File: src/rtl/rig_pkg.sv
package rig_pkg;

   // One step of the multiply-add recurrence, truncated to the state width.
   function automatic logic [31:0] lcg_step(input logic [31:0] s,
                                            input logic [31:0] mul,
                                            input logic [31:0] inc);
      return s * mul + inc;
   endfunction

   typedef enum logic {
      RED_COMB = 1'b0,
      RED_SEQ  = 1'b1
   } red_style_e;

endpackage

File: src/rtl/rig_lcg.sv
module rig_lcg #(
   parameter int unsigned STATE_W = 32,
   parameter int unsigned MULT    = 314159,
   parameter int unsigned INCR    = 1
) (
   input  logic               clk,
   input  logic               rst_n,
   input  logic               adv_i,
   output logic [STATE_W-1:0] state_o,
   output logic [STATE_W-1:0] next_o
);
   import rig_pkg::*;

   logic [STATE_W-1:0] state_q;
   logic [31:0]        step_w;

   if (STATE_W != 32) begin : g_bad_width
      $error("rig_lcg: STATE_W must be 32");
   end

   assign step_w  = lcg_step(32'(state_q), 32'(MULT), 32'(INCR));
   assign next_o  = STATE_W'(step_w);
   assign state_o = state_q;

   always_ff @(posedge clk or negedge rst_n) begin
      if (!rst_n) begin
         state_q <= '0;
      end else if (adv_i) begin
         state_q <= next_o;
      end
   end


   hold_when_idle_chk: assert property (@(posedge clk) disable iff (!rst_n)
      !adv_i |=> $stable(state_q));

endmodule

File: src/rtl/rig_mod_seq.sv
module rig_mod_seq #(
   parameter int unsigned RAW_W = 16,
   parameter int unsigned IDX_W = 6
) (
   input  logic             clk,
   input  logic             rst_n,
   input  logic             start_i,
   input  logic [RAW_W-1:0] dividend_i,
   input  logic [IDX_W:0]   divisor_i,
   output logic             done_o,
   output logic [IDX_W-1:0] rem_o
);
   localparam int unsigned CNT_W = $clog2(RAW_W + 1);

   logic [RAW_W-1:0] dvd_q;
   logic [IDX_W:0]   dvs_q;
   logic [IDX_W-1:0] rem_q;
   logic [CNT_W-1:0] cnt_q;
   logic             run_q;
   logic             done_q;
   logic [IDX_W:0]   trial_w;
   logic [IDX_W-1:0] step_rem_w;

   // Bring down one dividend bit and subtract the divisor if it fits.
   always_comb begin
      trial_w = {rem_q, dvd_q[RAW_W-1]};
      if (trial_w >= dvs_q) begin
         step_rem_w = IDX_W'(trial_w - dvs_q);
      end else begin
         step_rem_w = IDX_W'(trial_w);
      end
   end

   always_ff @(posedge clk or negedge rst_n) begin
      if (!rst_n) begin
         dvd_q  <= '0;
         dvs_q  <= '0;
         rem_q  <= '0;
         cnt_q  <= '0;
         run_q  <= 1'b0;
         done_q <= 1'b0;
      end else if (start_i) begin
         dvd_q  <= dividend_i;
         dvs_q  <= divisor_i;
         rem_q  <= '0;
         cnt_q  <= CNT_W'(RAW_W);
         run_q  <= 1'b1;
         done_q <= 1'b0;
      end else if (run_q) begin
         rem_q <= step_rem_w;
         dvd_q <= dvd_q << 1;
         cnt_q <= cnt_q - 1'b1;
         if (cnt_q == CNT_W'(1)) begin
            run_q  <= 1'b0;
            done_q <= 1'b1;
         end else begin
            done_q <= 1'b0;
         end
      end else begin
         done_q <= 1'b0;
      end
   end

   assign done_o = done_q;
   assign rem_o  = rem_q;


   rem_below_div_chk: assert property (@(posedge clk) disable iff (!rst_n)
      done_q |-> ({1'b0, rem_q} < dvs_q));


   run_count_live_chk: assert property (@(posedge clk) disable iff (!rst_n)
      run_q |-> (cnt_q != '0));


   done_single_chk: assert property (@(posedge clk) disable iff (!rst_n)
      done_q |=> !done_q);

endmodule

File: src/rtl/rig_mod_comb.sv
module rig_mod_comb #(
   parameter int unsigned RAW_W = 16,
   parameter int unsigned IDX_W = 6
) (
   input  logic             clk,
   input  logic             rst_n,
   input  logic             start_i,
   input  logic [RAW_W-1:0] dividend_i,
   input  logic [IDX_W:0]   divisor_i,
   output logic             done_o,
   output logic [IDX_W-1:0] rem_o
);
   logic [IDX_W-1:0] rem_q;
   logic             done_q;
   logic [RAW_W-1:0] quot_rem_w;

   if (RAW_W < IDX_W + 1) begin : g_bad_width
      $error("rig_mod_comb: RAW_W must cover the divisor width");
   end

   assign quot_rem_w = (divisor_i == '0) ? '0 : (dividend_i % RAW_W'(divisor_i));

   always_ff @(posedge clk or negedge rst_n) begin
      if (!rst_n) begin
         rem_q  <= '0;
         done_q <= 1'b0;
      end else begin
         done_q <= start_i;
         if (start_i) begin
            rem_q <= IDX_W'(quot_rem_w);
         end
      end
   end

   assign done_o = done_q;
   assign rem_o  = rem_q;


   comb_done_after_start_chk: assert property (@(posedge clk) disable iff (!rst_n)
      start_i |=> done_q);

endmodule

File: src/rtl/rand_index_gen.sv
module rand_index_gen #(
   parameter int unsigned ENTRY_COUNT = 48,
   parameter int unsigned STATE_W     = 32,
   parameter int unsigned SHIFT       = 16,
   parameter int unsigned MULT        = 314159,
   parameter int unsigned INCR        = 1,
   parameter bit          SEQ_REDUCE  = 1'b1,
   localparam int unsigned IDX_W      = $clog2(ENTRY_COUNT)
) (
   input  logic             clk,
   input  logic             rst_n,
   input  logic             req_i,
   input  logic [IDX_W-1:0] wired_i,
   output logic [IDX_W-1:0] index_o,
   output logic             valid_o,
   output logic             busy_o,
   output logic             err_o
);
   import rig_pkg::*;

   localparam int unsigned RAW_W = STATE_W - SHIFT;
   localparam int unsigned DIV_W = IDX_W + 1;
   localparam logic [IDX_W-1:0] LAST_IDX = IDX_W'(ENTRY_COUNT - 1);
   localparam red_style_e STYLE = SEQ_REDUCE ? RED_SEQ : RED_COMB;

   if (ENTRY_COUNT < 2) begin : g_bad_count
      $error("rand_index_gen: ENTRY_COUNT must be at least 2");
   end
   if (SHIFT >= STATE_W) begin : g_bad_shift
      $error("rand_index_gen: SHIFT must leave raw bits");
   end
   if (RAW_W < DIV_W) begin : g_bad_raw
      $error("rand_index_gen: raw value narrower than divisor");
   end

   logic [STATE_W-1:0] state_w;
   logic [STATE_W-1:0] next_w;
   logic [RAW_W-1:0]   raw_w;
   logic [DIV_W-1:0]   span_w;
   logic               wired_bad_w;
   logic               accept_w;
   logic               start_w;
   logic               mod_done_w;
   logic [IDX_W-1:0]   mod_rem_w;

   logic               busy_q;
   logic               valid_q;
   logic               err_q;
   logic [IDX_W-1:0]   idx_q;
   logic [IDX_W-1:0]   wired_q;

   assign accept_w    = req_i && !busy_q;
   assign wired_bad_w = {1'b0, wired_i} >= DIV_W'(ENTRY_COUNT);
   assign span_w      = DIV_W'(ENTRY_COUNT) - {1'b0, wired_i};
   assign start_w     = accept_w && !wired_bad_w;
   assign raw_w       = next_w[STATE_W-1:SHIFT];

   rig_lcg #(
      .STATE_W (STATE_W),
      .MULT    (MULT),
      .INCR    (INCR)
   ) u_lcg (
      .clk     (clk),
      .rst_n   (rst_n),
      .adv_i   (accept_w),
      .state_o (state_w),
      .next_o  (next_w)
   );

   if (STYLE == RED_SEQ) begin : g_seq
      rig_mod_seq #(
         .RAW_W (RAW_W),
         .IDX_W (IDX_W)
      ) u_mod (
         .clk        (clk),
         .rst_n      (rst_n),
         .start_i    (start_w),
         .dividend_i (raw_w),
         .divisor_i  (span_w),
         .done_o     (mod_done_w),
         .rem_o      (mod_rem_w)
      );
   end else begin : g_comb
      rig_mod_comb #(
         .RAW_W (RAW_W),
         .IDX_W (IDX_W)
      ) u_mod (
         .clk        (clk),
         .rst_n      (rst_n),
         .start_i    (start_w),
         .dividend_i (raw_w),
         .divisor_i  (span_w),
         .done_o     (mod_done_w),
         .rem_o      (mod_rem_w)
      );
   end

   always_ff @(posedge clk or negedge rst_n) begin
      if (!rst_n) begin
         busy_q  <= 1'b0;
         valid_q <= 1'b0;
         err_q   <= 1'b0;
         idx_q   <= LAST_IDX;
         wired_q <= '0;
      end else begin
         valid_q <= 1'b0;
         if (accept_w) begin
            if (wired_bad_w) begin
               idx_q   <= LAST_IDX;
               err_q   <= 1'b1;
               valid_q <= 1'b1;
            end else begin
               busy_q  <= 1'b1;
               wired_q <= wired_i;
            end
         end else if (busy_q && mod_done_w) begin
            idx_q   <= mod_rem_w + wired_q;
            err_q   <= 1'b0;
            valid_q <= 1'b1;
            busy_q  <= 1'b0;
         end
      end
   end

   assign index_o = idx_q;
   assign valid_o = valid_q;
   assign busy_o  = busy_q;
   assign err_o   = err_q;


   index_in_range_chk: assert property (@(posedge clk) disable iff (!rst_n)
      (valid_q && !err_q) |-> (idx_q >= wired_q && idx_q <= LAST_IDX));


   err_gives_last_chk: assert property (@(posedge clk) disable iff (!rst_n)
      (valid_q && err_q) |-> (idx_q == LAST_IDX));


   busy_freezes_state_chk: assert property (@(posedge clk) disable iff (!rst_n)
      busy_q |=> $stable(state_w));


   busy_keeps_wired_chk: assert property (@(posedge clk) disable iff (!rst_n)
      busy_q |=> $stable(wired_q));


   bad_wired_no_busy_chk: assert property (@(posedge clk) disable iff (!rst_n)
      (accept_w && wired_bad_w) |=> (!busy_q && valid_q && err_q));

endmodule

File: config.mk
export PLATFORM = sky130hd
export DESIGN_NAME = rand_index_gen
export DESIGN_NICKNAME = d
export VERILOG_FILES = /design/src/rtl/rig_pkg.sv /design/src/rtl/rig_lcg.sv /design/src/rtl/rig_mod_seq.sv /design/src/rtl/rig_mod_comb.sv /design/src/rtl/rand_index_gen.sv
export SDC_FILE = /design/constraint.sdc
export NUM_CORES = 1
export LEC_CHECK = 0
export BUFFER_PORTS_ARGS = -buffer_cell sky130_fd_sc_hd__buf_4
export CAP_MARGIN = 20
export CORE_UTILIZATION = 32
export DETAILED_ROUTE_END_ITERATION = 16
export HOLD_SLACK_MARGIN = 0.02
export SYNTH_ARGS = -nofsm -noshare
export SYNTH_HDL_FRONTEND = slang
export SYNTH_HIERARCHICAL = 1
export SYNTH_SLANG_ARGS = --single-unit
File: constraint.sdc
create_clock -name clk -period 18.58 [get_ports clk]
set_clock_uncertainty 0.1 [all_clocks]
set_input_delay 0 -clock clk [delete_from_list [all_inputs] [get_ports clk]]
set_output_delay 0 -clock clk [all_outputs]
set_load 0.02 [all_outputs]
==> metrics.yaml <==
pwr:
  power_frac_seq_pct: 46.3
  p_int_uw: 295
  p_per_area_nw_per_um2: 29.1
  p_clk_share_pct: 51.1
  ir_worst_vdd_mv: 0.0409
  p_switching_uw: 95.3
  cellLeakagePower_nw: 6.91
  comb_power_share_pct: 2.6
  p_sw_share_pct: 24.4
timing:
  hold_viol_final: 0
  setup_viol: 0
  drv_slew: 0
  tightestPinTransition_ns: 0.917
  fin_crit_sh_pct: 34.5
  setup_tns_ns: 0
  maxSlewHeadroom_pct: 38.6
  period_minus_slack_ns: 6.41
  fmax_mhz: 156
  rsz0062_at_grt: "no"
  setup_slack_ns: 12.17
synthesis:
  synth_edf_count: 0
  netlist_area_um2: 12300
  synth_nets: 1650
  synth_cell_types: 72
  synth_top_area_cell: "fa_1"
  synth_area_per_cell_um2: 9.49
  syn-instance-count: 1296
  synthArstFlopShare_pct: 100
  yosys_warnings: 6
  synth-seq-cells: 83
  synth_top_area_share_pct: 30.1
  ys.flop_type: "dfrtp_1"
  synth.area.top_cells: "fa_1 (30%), ha_1 (16%), dfrtp_1 (16%), inv_1 (13%), xnor2_1 (3.6%)"
  synth_seq_area_share_pct: 16.9
critical_path:
  rr_startpoint: "u_lcg/state_o[9]$_DFFE_PN0P_"
  cp_slowest_cell: "fa_1"
  reg2reg_to: "g_seq.u_mod/dvd_q[15]$_DFFE_PN0P_"
  path_cells: "inv_1, fa_1, inv_1, ha_1, inv_1, fa_1, inv_1, fa_1, inv_1, fa_1, fa_1, inv_1, ha_1, a21oi_1, o21ai_0, o2111ai_2, nand2_1, a31oi_1, o41ai_1, nor3_1, nand2_1, o21ai_0"
  start_kind: "flip-flop"
  critPathKind: "reg -> reg"
  worst_path_largest_cell_delay_ns: 0.59
  arrival_ns: 6.50
  cp_num_buf_inv: 6
  crit_family: "adder cells"
  ff2ff_path_depth: 22
  crit_top_cell: "inv_1"
  r2r_setup_slack_ns: 12.17
  endpoint_kind: "flip-flop"
  cp.required_ns: 18.67
  cp_max_fo: 6
drt:
  vias: 8295
  routed_wl_mm: 27.9
  ant_nets: 0
  wl_per_cell_um: 15.2
  drcViolationCount: 0
  vias_per_cell: 4.53
  drt_iter0_drc: 473
  dr.pass1.iters: 4
floorplanning:
  io_pins: 18
  die_area_um2: 39200
  die_h_um: 198
  die_w_um: 198
  start_util_pct: 32.6
  rows: 71
  core_um2: 37800
clock_network:
  cts_buffers: 9
  cts_tree: "built"
  path_clk_slew_ns: 0.07
  cts_max_level: 3
  root_buffer: "clkbuf_16"
  ctsResizeCount: 0
  insertion_delay_ns: 0.35
  clk_path_buf_depth: 2
  cts_sinks: 83
final_layout:
  drive_above_1_share_pct: 5.68
  fin_nets: 1670
  antenna_cells: 0
  syn_to_final_growth_pct: 9.11
  final_common_cell: "inv_1"
  final_cell_mix: "inv_1 (409), fa_1 (185), ha_1 (160), dfrtp_1 (78), nand2_1 (70)"
placement:
  dp_hpwl_mm: 23.6
  place.gp.congestion: 0.870
  dp_slack_ns: 12.21
  numPortBuffers: 17
global_routing:
  antenna_found_initial: 0
  grt_max_degree: 64
  gr-usage-all-layers_pct: 15.2
  grt_pass1_wl_mm: 45.7
  grt_pass1_vias: 8761
  grt-ovfl-total: 0
outcome:
  status: "complete, no violations"
run:
  maxCapViolations: 0
worst_hold_path:
  min_path_type: "in -> async"
-- repair_timing --
| item | in CTS | in global routing |
|---|---|---|
| hold buffers | 10 | 0 |
| buffers inserted | 0 | 0 |
| endpoints found under the hold margin | 41 | 0 |
-- power groups by stage --
stage                     combinational (mW)  sequential (mW)  clock [mW]
after global placement               0.00894            0.184           0
final                                 0.0102            0.181       0.199
after CTS                             0.0107            0.181       0.206
after detailed placement             0.00904            0.184           0
after global routing                  0.0116            0.181       0.211
after floorplan                      0.00207            0.184           0
-- cell usage after synthesis (all sizes together) (6+ instances only) --
cell type,instances
nand2b,8
inv,411
nor3,8
a21o,14
ha,160
a21oi,35
a211oi,9
clkbuf,16
nor2,36
fa,185
o21ai,59
nand3,9
nand2,72
xnor2,50
mux2,13
o21a,6
xor2,13
mux2i,19
nor2b,6
dfrtp,78
-- metal layers --
layer  vias to the layer above  part of all wire [%]  GRT usage [%]  wire length [µm]
li1                       4009                     -              -                 -
met1                      4160                    48           20.9             13400
met2                       109                    48           25.3             13400
met3                        17                   2.5           2.08               694
met4                         0                   1.5           3.24               410
met5                         -                     0              0                 0
-- worst reg2reg max path: stages (launching register included) --
cell and delay, ns:
dfrtp_1 0.58, inv_1 0.28, fa_1 0.59, inv_1 0.05, ha_1 0.26, inv_1 0.05, fa_1 0.50, inv_1 0.05
fa_1 0.50, inv_1 0.05, fa_1 0.46, fa_1 0.54, inv_1 0.04, ha_1 0.36, a21oi_1 0.09, o21ai_0 0.44
o2111ai_2 0.23, nand2_1 0.12, a31oi_1 0.11, o41ai_1 0.57, nor3_1 0.12, nand2_1 0.08, o21ai_0 0.08
-- final cells by class --
class / count / area (µm²)
Inverter: 411 / 1540
Sequential cell: 83 / 2080
Multi-Input combinational cell: 781 / 8600
Tap cell: 511 / 639
Clock buffer: 10 / 239
Timing Repair Buffer: 30 / 250
Fill cell: 3824 / 24300
Clock inverter: 6 / 75.1
-- metrics by stage --
stage | std cells | util (%) | cell area, µm² | power (mW) | hold WS (ns)
floorplan | 1296 | - | 12300 | 0.186 | -0.396
global placement | 1806 | 34.5 | 13000 | 0.193 | -0.163
detailed placement | 1806 | 34.5 | 13000 | 0.193 | -0.163
CTS | 1832 | 35.6 | 13400 | 0.397 | 0.0912
global route | 1832 | 35.6 | 13400 | 0.403 | 0.105
finish | 1832 | 35.6 | 13400 | 0.390 | 0.0960
-- registers in the layout (all words and copies together) (netlist names) --
name / count
u_lcg/state_o: 32
g_seq.u_mod/dvd_q: 16
g_seq.u_mod/dvs_q: 7
g_seq.u_mod/rem_o: 6
index_o: 6
wired_q: 6
g_seq.u_mod/cnt_q: 5
busy_o: 1
err_o: 1
g_seq.u_mod/done_o: 1
g_seq.u_mod/run_q: 1
valid_o: 1
-- cells by family (layout without fill, tap and decap cells) --
| group | count (synthesis) | after routing | share of synthesized area [%] |
|---|---|---|---|
| AOI/OAI and AO/OA | 166 | 166 | 9.11 |
| adders and majority gates | 345 | 345 | 46.4 |
| muxes | 32 | 32 | 2.86 |
| buffers and inverters | 432 | 457 | 13.2 |
| xor gates and xnor gates | 63 | 63 | 4.48 |
| DFF | 83 | 83 | 16.9 |
| and+or+nand+nor | 175 | 175 | 7.04 |
-- worst max-delay path by stage --
stage,slack [ns],endpoint,depth (start not counted),from
after CTS,12.14,g_seq.u_mod/dvd_q[15]$_DFFE_PN0P_,22,u_lcg/state_o[9]$_DFFE_PN0P_
after detailed placement,12.21,g_seq.u_mod/dvd_q[15]$_DFFE_PN0P_,22,u_lcg/state_o[9]$_DFFE_PN0P_
after global routing,11.81,g_seq.u_mod/dvd_q[15]$_DFFE_PN0P_,23,u_lcg/state_o[17]$_DFFE_PN0P_
after global placement,12.24,g_seq.u_mod/dvd_q[15]$_DFFE_PN0P_,22,u_lcg/state_o[9]$_DFFE_PN0P_
final,12.17,g_seq.u_mod/dvd_q[15]$_DFFE_PN0P_,22,u_lcg/state_o[9]$_DFFE_PN0P_
after floorplan,12.76,g_seq.u_mod/dvd_q[14]$_DFFE_PN0P_,24,u_lcg/state_o[12]$_DFFE_PN0P_
Power figures use the tool's default switching activity.
